### config.mk
export PLATFORM = sky130hd
export DESIGN_NAME = raster_timing_gen
export DESIGN_NICKNAME = d
export VERILOG_FILES = /design/src/rtl/raster_pkg.sv /design/src/rtl/raster_regs.sv /design/src/rtl/raster_axis.sv /design/src/rtl/raster_phase.sv /design/src/rtl/raster_timing_gen.sv
export SDC_FILE = /design/constraint.sdc
export NUM_CORES = 1
export LEC_CHECK = 0
export BUFFER_PORTS_ARGS = -buffer_cell sky130_fd_sc_hd__buf_2
export CAP_MARGIN = 20
export CORE_UTILIZATION = 57
export CTS_BUF_LIST = sky130_fd_sc_hd__clkbuf_4
export DETAILED_ROUTE_END_ITERATION = 7
export GPL_TIMING_DRIVEN = 0
export PLACE_DENSITY = 0.88
export SETUP_SLACK_MARGIN = 0.3
export SLEW_MARGIN = 20
export SYNTH_ARGS = -nofsm -noshare
export SYNTH_HDL_FRONTEND = slang
export SYNTH_SLANG_ARGS = --single-unit
### constraint.sdc
create_clock -name clk -period 2 [get_ports clk]
set_input_delay 0.1 -clock clk [delete_from_list [all_inputs] [get_ports clk]]
set_output_delay 0.1 -clock clk [all_outputs]
set_load 0.02 [all_outputs]
### src/rtl/raster_pkg.sv
package raster_pkg;
  localparam int POS_W   = 10;
  localparam int DATA_W  = 32;
  localparam int TGT_W   = 6;
  localparam int VAL_LSB = 14;

  localparam logic [2:0]       GRP_HORZ   = 3'b100;
  localparam logic [2:0]       GRP_VERT   = 3'b101;
  localparam logic [TGT_W-1:0] TGT_HALFSY = 6'h27;
  localparam logic [TGT_W-1:0] TGT_CTRL   = 6'h38;

  localparam logic [2:0] OFS_PERIOD  = 3'd0;
  localparam logic [2:0] OFS_SYNC    = 3'd1;
  localparam logic [2:0] OFS_BRD_BEG = 3'd2;
  localparam logic [2:0] OFS_DSP_BEG = 3'd3;
  localparam logic [2:0] OFS_DSP_FIN = 3'd4;
  localparam logic [2:0] OFS_BRD_FIN = 3'd5;

  typedef enum logic [1:0] {PH_SYNC = 2'd0, PH_BLANK = 2'd1, PH_BORDER = 2'd2, PH_DISP = 2'd3} phase_e;
  typedef enum logic [2:0] {VL_SYNC, VL_BLANK, VL_BORDER, VL_DISP, VL_HSTART, VL_HEND} vline_e;
  typedef enum logic [1:0] {OV_NONE, OV_START, OV_END} ovr_e;

  typedef struct packed {
    logic sync_done;
    logic brd_on;
    logic brd_off;
    logic dsp_on;
    logic dsp_off;
  } evt_t;

  typedef struct packed {
    logic [POS_W-1:0] period;
    logic [POS_W-1:0] sync_w;
    logic [POS_W-1:0] brd_beg;
    logic [POS_W-1:0] dsp_beg;
    logic [POS_W-1:0] dsp_fin;
    logic [POS_W-1:0] brd_fin;
  } axis_cfg_t;

  function automatic phase_e evt_phase(evt_t e);
    if (!e.sync_done)               return PH_SYNC;
    if (!e.brd_on || e.brd_off)     return PH_BLANK;
    if (!e.dsp_on || e.dsp_off)     return PH_BORDER;
    return PH_DISP;
  endfunction
endpackage

### src/rtl/raster_regs.sv
module raster_regs
  import raster_pkg::*;
(
  input  logic              clk,
  input  logic              rst_n,
  input  logic              wr_en,
  input  logic [DATA_W-1:0] wr_data,
  output axis_cfg_t         h_cfg,
  output axis_cfg_t         v_cfg,
  output logic [POS_W-1:0]  halfsync_pos,
  output logic [1:0]        pix_rate,
  output logic [1:0]        colour_depth,
  output logic              il_en
);
  logic [TGT_W-1:0] tgt;
  logic [POS_W-1:0] val;
  logic             unused_bits;

  assign tgt = wr_data[DATA_W-1 -: TGT_W];
  assign val = wr_data[VAL_LSB +: POS_W];
  assign unused_bits = ^{wr_data[DATA_W-TGT_W-1:VAL_LSB+POS_W], wr_data[VAL_LSB-1:7], wr_data[5:4]};

  for (genvar a = 0; a < 2; a++) begin : g_axis
    localparam logic [2:0] GRP = (a == 0) ? GRP_HORZ : GRP_VERT;
    axis_cfg_t cfg_q;
    always_ff @(posedge clk or negedge rst_n) begin
      if (!rst_n) begin
        cfg_q <= '0;
      end else if (wr_en && tgt[5:3] == GRP) begin
        case (tgt[2:0])
          OFS_PERIOD:  cfg_q.period  <= val;
          OFS_SYNC:    cfg_q.sync_w  <= val;
          OFS_BRD_BEG: cfg_q.brd_beg <= val;
          OFS_DSP_BEG: cfg_q.dsp_beg <= val;
          OFS_DSP_FIN: cfg_q.dsp_fin <= val;
          OFS_BRD_FIN: cfg_q.brd_fin <= val;
          default: ;
        endcase
      end
    end
  end

  assign h_cfg = g_axis[0].cfg_q;
  assign v_cfg = g_axis[1].cfg_q;

  always_ff @(posedge clk or negedge rst_n) begin
    if (!rst_n) begin
      halfsync_pos <= '0;
      pix_rate     <= '0;
      colour_depth <= '0;
      il_en        <= 1'b0;
    end else if (wr_en) begin
      if (tgt == TGT_HALFSY) halfsync_pos <= val;
      if (tgt == TGT_CTRL) begin
        pix_rate     <= wr_data[1:0];
        colour_depth <= wr_data[3:2];
        il_en        <= wr_data[6];
      end
    end
  end
endmodule

### src/rtl/raster_axis.sv
module raster_axis
  import raster_pkg::*;
#(
  parameter bit IS_VERT = 1'b0
) (
  input  logic             clk,
  input  logic             rst_n,
  input  logic             step,
  input  axis_cfg_t        cfg,
  input  logic             il_en,
  output logic [POS_W-1:0] pos,
  output evt_t             evt,
  output ovr_e             ovr,
  output logic             wrap
);
  logic [POS_W-1:0] pos_q;
  evt_t             evt_q;
  evt_t             hits;
  ovr_e             ovr_q;
  logic             odd_q;
  logic             at_end;
  logic             hold;

  assign at_end = (pos_q == cfg.period);
  assign hits.sync_done = (pos_q == cfg.sync_w);
  assign hits.brd_on    = (pos_q == cfg.brd_beg);
  assign hits.brd_off   = (pos_q == cfg.brd_fin);
  assign hits.dsp_on    = (pos_q == cfg.dsp_beg);
  assign hits.dsp_off   = (pos_q == cfg.dsp_fin);

  // Odd field: stall once at the sync width to insert the end-half-sync line.
  assign hold = IS_VERT && il_en && odd_q && (ovr_q == OV_NONE) && hits.sync_done && !at_end;

  always_ff @(posedge clk or negedge rst_n) begin
    if (!rst_n) begin
      pos_q <= '0;
      evt_q <= '0;
      ovr_q <= OV_NONE;
      odd_q <= 1'b0;
    end else if (step) begin
      evt_q <= evt_q | hits;
      ovr_q <= hold ? OV_END : OV_NONE;
      if (at_end) begin
        evt_q <= '0;
        pos_q <= '0;
        odd_q <= ~odd_q;
        if (IS_VERT && il_en && !odd_q) ovr_q <= OV_START;
      end else if (!hold) begin
        pos_q <= pos_q + 1'b1;
      end
    end
  end

  assign pos  = pos_q;
  assign evt  = evt_q;
  assign ovr  = ovr_q;
  assign wrap = step && at_end;

  assert_idle_stable_R2: assert property (@(posedge clk) disable iff (!rst_n)
    !step |=> $stable(pos_q));
  assert_restart_clears_R3: assert property (@(posedge clk) disable iff (!rst_n)
    (step && at_end) |=> (pos_q == '0 && evt_q == '0));
endmodule

### src/rtl/raster_phase.sv
module raster_phase
  import raster_pkg::*;
(
  input  logic             clk,
  input  logic             rst_n,
  input  logic             step,
  input  logic             h_wrap,
  input  vline_e           vl,
  input  evt_t             h_evt,
  input  logic [POS_W-1:0] h_pos,
  input  logic [POS_W-1:0] halfsync_pos,
  output phase_e           ph
);
  logic   seen_q;
  logic   match_now;
  logic   hit;
  phase_e hph;

  // On a start-half-sync line the switch point only counts once sync has ended.
  assign match_now = (h_pos == halfsync_pos) && ((vl != VL_HSTART) || h_evt.sync_done);
  assign hit       = seen_q | match_now;
  assign hph       = evt_phase(h_evt);

  always_ff @(posedge clk or negedge rst_n) begin
    if (!rst_n)    seen_q <= 1'b0;
    else if (step) seen_q <= h_wrap ? 1'b0 : hit;
  end

  always_comb begin
    case (vl)
      VL_SYNC:   ph = PH_SYNC;
      VL_BLANK:  ph = h_evt.sync_done ? PH_BLANK : PH_SYNC;
      VL_HSTART: ph = (!h_evt.sync_done || hit) ? PH_SYNC : PH_BLANK;
      VL_HEND:   ph = hit ? PH_BLANK : PH_SYNC;
      VL_BORDER: ph = (hph == PH_DISP) ? PH_BORDER : hph;
      default:   ph = hph;
    endcase
  end
endmodule

### src/rtl/raster_timing_gen.sv
module raster_timing_gen
  import raster_pkg::*;
(
  input  logic        clk,
  input  logic        rst_n,
  input  logic        tick,
  input  logic        wr_en,
  input  logic [31:0] wr_data,
  input  logic        irq_ack,
  output logic [1:0]  phase,
  output logic        h_disp_active,
  output logic        v_disp_active,
  output logic        line_start,
  output logic        frame_disp_start,
  output logic        flyback_irq,
  output logic [1:0]  pix_rate,
  output logic [1:0]  colour_depth
);
  axis_cfg_t        h_cfg, v_cfg;
  logic [POS_W-1:0] halfsync_pos;
  logic             il_en;
  logic [POS_W-1:0] h_pos;
  logic [POS_W-1:0] v_pos_unused;
  evt_t             h_evt, v_evt;
  ovr_e             h_ovr_unused, v_ovr;
  logic             h_wrap, v_wrap_unused;
  vline_e           vl, vl_last;
  phase_e           ph;
  logic             line_start_q;
  logic             irq_q;

  raster_regs u_regs (
    .clk(clk), .rst_n(rst_n), .wr_en(wr_en), .wr_data(wr_data),
    .h_cfg(h_cfg), .v_cfg(v_cfg), .halfsync_pos(halfsync_pos),
    .pix_rate(pix_rate), .colour_depth(colour_depth), .il_en(il_en)
  );

  raster_axis #(.IS_VERT(1'b0)) u_h_axis (
    .clk(clk), .rst_n(rst_n), .step(tick), .cfg(h_cfg), .il_en(1'b0),
    .pos(h_pos), .evt(h_evt), .ovr(h_ovr_unused), .wrap(h_wrap)
  );

  raster_axis #(.IS_VERT(1'b1)) u_v_axis (
    .clk(clk), .rst_n(rst_n), .step(h_wrap), .cfg(v_cfg), .il_en(il_en),
    .pos(v_pos_unused), .evt(v_evt), .ovr(v_ovr), .wrap(v_wrap_unused)
  );

  always_comb begin
    case (v_ovr)
      OV_START: vl = VL_HSTART;
      OV_END:   vl = VL_HEND;
      default: begin
        case (evt_phase(v_evt))
          PH_SYNC:   vl = VL_SYNC;
          PH_BLANK:  vl = VL_BLANK;
          PH_BORDER: vl = VL_BORDER;
          default:   vl = VL_DISP;
        endcase
      end
    endcase
  end

  raster_phase u_phase (
    .clk(clk), .rst_n(rst_n), .step(tick), .h_wrap(h_wrap), .vl(vl),
    .h_evt(h_evt), .h_pos(h_pos), .halfsync_pos(halfsync_pos), .ph(ph)
  );

  always_ff @(posedge clk or negedge rst_n) begin
    if (!rst_n) begin
      vl_last      <= VL_SYNC;
      line_start_q <= 1'b0;
      irq_q        <= 1'b0;
    end else begin
      vl_last      <= vl;
      line_start_q <= h_wrap;
      if (vl_last == VL_DISP && vl != VL_DISP) irq_q <= 1'b1;
      else if (irq_ack)                        irq_q <= 1'b0;
    end
  end

  assign phase            = ph;
  assign h_disp_active    = h_evt.dsp_on & ~h_evt.dsp_off;
  assign v_disp_active    = v_evt.dsp_on & ~v_evt.dsp_off;
  assign line_start       = line_start_q;
  assign frame_disp_start = (vl == VL_DISP) && (vl_last != VL_DISP);
  assign flyback_irq      = irq_q;

  assert_line_origin_R4: assert property (@(posedge clk) disable iff (!rst_n)
    line_start |-> (h_pos == '0));
  assert_frame_in_window_R11: assert property (@(posedge clk) disable iff (!rst_n)
    frame_disp_start |-> v_disp_active);
  assert_irq_outside_display_R10: assert property (@(posedge clk) disable iff (!rst_n)
    $rose(flyback_irq) |-> (vl != VL_DISP));
endmodule

==> results of run 1 <==
-- state kept, by name, indices dropped and copies added (netlist names), 3 cells and up --
register and flops:
u_regs.v_cfg 60, vl_last 3, u_h_axis.evt 5, u_v_axis.evt 5
u_regs.h_cfg 60, u_h_axis.pos 10, u_regs.halfsync_pos 10, u_v_axis.pos 10
-- metal layers --
layer | GRT usage (%) | routed length (um) | vias up
li1 | - | - | 2678
met1 | 38.0 | 9210 | 3206
met2 | 51.3 | 12100 | 386
met3 | 8.46 | 2000 | 116
met4 | 16.3 | 1250 | 2
met5 | 0 | 9 | -
-- cells in the mapped netlist (all sizes together), types with 10 or more instances --
cell type / number
a21oi: 10
buf: 25
clkbuf: 15
dfrtp: 174
mux2: 139
nand2: 25
nand3: 16
nand4: 18
nor2: 29
nor3: 11
nor4: 19
xnor2: 76
xor2: 63
-- kinds of logic after synthesis --
logic type,synth area share [%]
AOI/OAI and AO/OA,3.17
DFF,50.7
muxes,18.3
adders and majority gates,0.728
xor gates and xnor gates,14.6
and+or+nand+nor,9.47
buffers and inverters,3.01
-- final timing paths --
| kind | start | end | slack (ns) | depth (start not counted) |
|---|---|---|---|---|
| max reg2reg | u_h_axis.pos[0] | u_v_axis.pos[3] | -0.35 | 10 |
| min reg2reg | vl_last[2] | flyback_irq | 0.50 | 1 |
| max | u_v_axis.ovr[1] | phase[0] | -0.61 | 9 |
| max in group asynchronous | rst_n | u_regs.v_cfg[16] | 1.04 | 3 |
| min | rst_n | u_regs.h_cfg[7] | 0.08 | 2 |
| min in group clk | wr_data[29] | u_regs.v_cfg[26] | 0.10 | 4 |
-- timing repair --
item	4_1_cts	5_1_grt
gates resized for setup	76	47
pin swaps	24	19
hold buffers	20	0
setup buffers	29	18
cloned	0	1
endpoints found under the hold margin	127	0
setup endpoints to repair	39	38
-- power breakdown --
| part | total, mW | switching [mW] | internal (mW) |
|---|---|---|---|
| Sequential | 4.67 | 0.560 | 4.11 |
| Clock | 2.11 | 1.33 | 0.777 |
| Combinational | 4.03 | 2.08 | 1.95 |
-- critical path, delay by kind of cell (launching register included) --
family / cells / cell delay [ns]
fa+ha+maj: 1 / 0.20
simple gates: 1 / 0.26
buf+inv: 3 / 0.31
compound gates: 3 / 0.41
mux: 1 / 0.33
flops: 1 / 0.40
-- cell type report --
cell class	count	area [um^2]	area share, %
clock inverter	14	156	1.47
clock buffer	18	135	1.27
tap	184	230	2.16
sequential	174	4360	40.9
buffer	40	367	3.44
inverter	5	21.3	0.200
multi-input combinational	473	4490	42.1
timing repair buffer	103	897	8.42
==> results by group, run 1 <==
Outcome
  – Status: complete, but fails checks
  – Failing checks: DRC, setup timing

STA
  – Fin crit share: 130%
  – Count of final setup violators: 34
  – RSZ-0062 raised after global routing: yes
  – Final Hold Fails: 0
  – Worst-Margin Slew: 0.918 ns
  – Min Clock Period, post-route: 2.61 ns
  – Relative slew slack: 38.8%
  – Peak Freq: 383 MHz
  – TNS Setup: -5.44 ns
  – Final WS setup: -0.609 ns
  – Max-slew violations: 0
  – WHS: 0.0838 ns
  – Max Clock Skew: 0.0250 ns

GRT
  – Total GRT Usage: 31.3%
  – First-pass GRT wire length: 36.2 mm
  – Initial antenna violation count: 1
  – Largest net degree at the start of global routing: 89
  – Overflow after GRT: 0
  – Vias in the first global route: 6,670

Critical path
  – Crit-path max cell delay: 0.40 ns
  – Kind of critical path: flop to primary output
  – Critical path fanouts, max: 3
  – Worst Path Required: 1.90 ns
  – Most common cell on crit path: inv_2
  – Cell breakdown of the critical path: inv_2 > ha_2 > inv_2 > o2111ai_4 > nor3_4 > mux2_4 > a211oi_2 > o21ai_2 > buf_6
  – Slowest CP cell: dfrtp_1
  – Critical Path Start Type: flop
  – Worst EP arrival: 2.51 ns
  – CP endpoint kind: primary output

Layout
  – Core Util, Final: 72.7%
  – Final instance area: 10,700 um^2
  – Most frequent cells in the layout: dfrtp_1 (173), mux2_2 (136), xor2_1 (63), xnor2_1 (50), buf_6 (33)
  – Nets: 856
  – N_diodes: 0
  – Non-filler instance count after layout: 1,011
  – Area grow syn2layout: 24.0%
  – Share of post-route cells with drive strength above 1: 42.2%
  – Most common cell after layout, fill and taps aside: dfrtp_1
  – Layout filler cell count: 872

Drt
  – Detailed Routing Iterations Pass 1: 8
  – Via/cell ratio: 6.32
  – 1st-iter DRT viols: 624
  – Avg WL per Cell: 24.3 um
  – Routed via count: 6,388
  – DRT Wirelength: 24.6 mm
  – DRC Markers: 10
  – Post-route ant nets: 0

Floorplanning
  – Die ar.: 15,600 um^2
  – IO Pins: 48
  – Die Span Y: 125 um
  – Die X: 125 um
  – Core Region: 14,600 um^2
  – FP Rows: 44
  – Initial core utilization: 58.7%

Yosys
  – EDFF count, synth: 0
  – Yosys cell types: 47
  – Mapped Area: 8590 um^2
  – Synth area leader: dfrtp_1
  – Syn nets: 734
  – Sequential cell area fraction in the yosys report: 50.7%
  – Post-synth top flop: dfrtp_1
  – Yosys reg bits: 174
  – Post-Synthesis Cells: 692
  – Post-synth ARST share: 100%
  – Synth top area share: 50.7%
  – Synth top area cells: dfrtp_1 (51%), mux2_2 (18%), xnor2_1 (7.2%), xor2_1 (6.4%), nor2_1 (1.3%)
  – Synth Warn #: 0
  – Syn_area_per_cell: 12.4 um^2

CTS
  – Skew-Pair Late Insertion Delay: 0.62 ns
  – Maximum clock path buffer count: 2
  – Root Driver: clkbuf_4
  – Clock sink count: 174
  – CTS tree: yes
  – # H-tree levels: 4
  – Worst-path clk slew: 0.15 ns
  – CTS Buf Count: 17

Placement
  – Placed Cells: 911
  – Port bufs: 34
  – Routability congestion estimate: 0.805
  – HPWL Detailed: 13.4 mm
  – Post-Place Worst Slack: -0.290 ns
  – Placement-stage cell area: 9160 um^2

Power and ir drop
  – Power density over the cells: 1020 nW/um^2
  – Total power: 10.8 mW
  – Peak supply drop: 0.000548 V
  – Total leakage power: 4.98 nW

Flow run
  – Max-Cap Viols: 0

Min path
  – HP Class: input pin to asynchronous set/reset pin
No activity file was read; power rests on OpenSTA's default activity.
==> run 2: changes to the inputs <==
--- a/constraint.sdc
+++ b/constraint.sdc
@@ -3,2 +3,2 @@
 set_output_delay 0.1 -clock clk [all_outputs]
-set_load 0.02 [all_outputs]
+set_load 0.05 [all_outputs]
==> run 2 against run 1 <==
  * The flow still finishes with violations (DRC, setup timing)
  * Maximum frequency fell by 5.6%
  * Combinational power rose by 15%
  * Sequential cell count stayed put
  * Sequential power about the same
  * Critical path depth is 2 lower
  * Via count up 3.2%
  * Clock skew up 0.0061 ns
==> results by group, run 2 (synthesis gave the netlist of run 1 again) <==
Outcome
  – Status: complete, but fails checks
  – Failing checks: DRC, setup timing

Critical path
  – Worst Path Required: 1.90 ns
  – Critical Path Start Type: flop
  – Worst EP arrival: 2.66 ns
  – Critical path fanouts, max: 2
  – RR Startpoint: u_h_axis.pos[0]
  – Kind of critical path: flop to primary output
  – CP endpoint kind: primary output
  – Critical Path Start: u_regs.halfsync_pos[2]

Floorplanning
  – Initial core utilization: 58.7%
  – Core Region: 14,600 um^2
  – FP Rows: 44
  – Die ar.: 15,600 um^2
  – Die Span Y: 125 um
  – IO Pins: 48
  – Die X: 125 um

STA
  – Fin crit share: 138%
  – Relative slew slack: 28.9%
  – Peak Freq: 362 MHz
  – WHS: 0.0159 ns
  – TNS Setup: -5.87 ns
  – Final WS setup: -0.763 ns
  – RSZ-0062 raised after global routing: yes
  – Max Clock Skew: 0.0311 ns
  – Max-slew violations: 0
  – Count of final setup violators: 25
  – Worst-Margin Slew: 1.06 ns
  – Min Clock Period, post-route: 2.76 ns
  – Final Hold Fails: 0

GRT
  – Initial antenna violation count: 1
  – Vias in the first global route: 6,856
  – Largest net degree at the start of global routing: 105
  – First-pass GRT wire length: 38.0 mm
  – Total GRT Usage: 33.0%
  – Overflow after GRT: 0

Layout
  – Core Util, Final: 76.9%
  – Reg area: 4360 um^2
  – Final instance area: 11,300 um^2
  – Nets: 894
  – Share of post-route cells with drive strength above 1: 46.3%
  – Area grow syn2layout: 31.1%
  – Most frequent cells in the layout: dfrtp_1 (172), mux2_2 (135), xor2_1 (63), buf_4 (60), xnor2_1 (50)
  – Layout filler cell count: 782
  – Non-filler instance count after layout: 1,049
  – Most common cell after layout, fill and taps aside: dfrtp_1
  – Area of the multi-input gates: 4640 um^2

Drt
  – Routed via count: 6,590
  – Avg WL per Cell: 25.4 um
  – DRC Markers: 10
  – Via/cell ratio: 6.28
  – DRT Wirelength: 26.6 mm
  – Post-route ant nets: 0
  – 1st-iter DRT viols: 597
  – Detailed Routing Iterations Pass 1: 7

Flow run
  – Max-Cap Viols: 0

Placement
  – Placed Cells: 911
  – Post-Place Worst Slack: -0.363 ns
  – Routability congestion estimate: 0.837
  – HPWL Detailed: 13.3 mm
  – Port bufs: 34
  – Placement-stage cell area: 9150 um^2

CTS
  – # H-tree levels: 4
  – Maximum clock path buffer count: 2
  – Clock sink count: 174
  – CTS tree: yes
  – Skew-Pair Late Insertion Delay: 0.62 ns
  – CTS Buf Count: 17
  – Root Driver: clkbuf_4
  – Worst-path clk slew: 0.16 ns

Power and ir drop
  – Peak supply drop: 0.000500 V
  – Total leakage power: 5.27 nW
  – Total power: 12.1 mW
  – Power density over the cells: 1070 nW/um^2

Min path
  – HP Class: input pin to flop
  – HP Start: wr_data[30]
-- run 2: metal layers --
layer	GRT usage (%)	part of all wire, %
met2	53.2	49
met3	6.44	7.9
met5	0	0
met1	40.6	38
met4	21.9	5.5
-- run 2: repair_timing --
item,4_1_cts,5_1_grt
setup buffers,60,26
pin swaps,32,26
gates resized for setup,106,72
cloned,1,0
hold buffers,19,0
endpoints found under the setup margin,38,38
hold endpoints to repair,191,0
-- run 2: layout make-up --
type | count | area share [%]
antenna | 1 | 0.0222
buffer | 40 | 3.53
clock buffer | 18 | 1.20
clock inverter | 13 | 2.38
inverter | 5 | 0.189
multi-input combinational | 473 | 41.2
sequential | 174 | 38.7
tap | 184 | 2.04
timing repair buffer | 141 | 10.8
-- run 2: final timing paths --
kind | endpoint | slack [ns] | cells past startpoint
max in group asynchronous | u_v_axis.evt[3] | 1.05 | 3
worst max register to register | u_v_axis.ovr[0] | -0.32 | 11
min in group asynchronous | u_regs.h_cfg[37] | 0.03 | 2
worst max-delay path | phase[0] | -0.76 | 7
worst min register to register | flyback_irq | 0.52 | 1
worst min-delay path | u_regs.v_cfg[24] | 0.02 | 3
-- run 2: critical path, stage by stage, from the launching register on --
cell and delay (ns):
dfrtp_1 0.48, xnor2_2 0.25, nand4_1 0.26, nor3_4 0.30, mux2_4 0.34, a211oi_4 0.17
o21ai_2 0.08, buf_6 0.15
-- run 2: report_power, final --
group | leakage, nW | internal [mW] | switching (mW)
registers | 2.30 | 4.11 | 0.567
clock network | 0.203 | 1.49 | 1.29
logic | 2.77 | 2.25 | 2.40
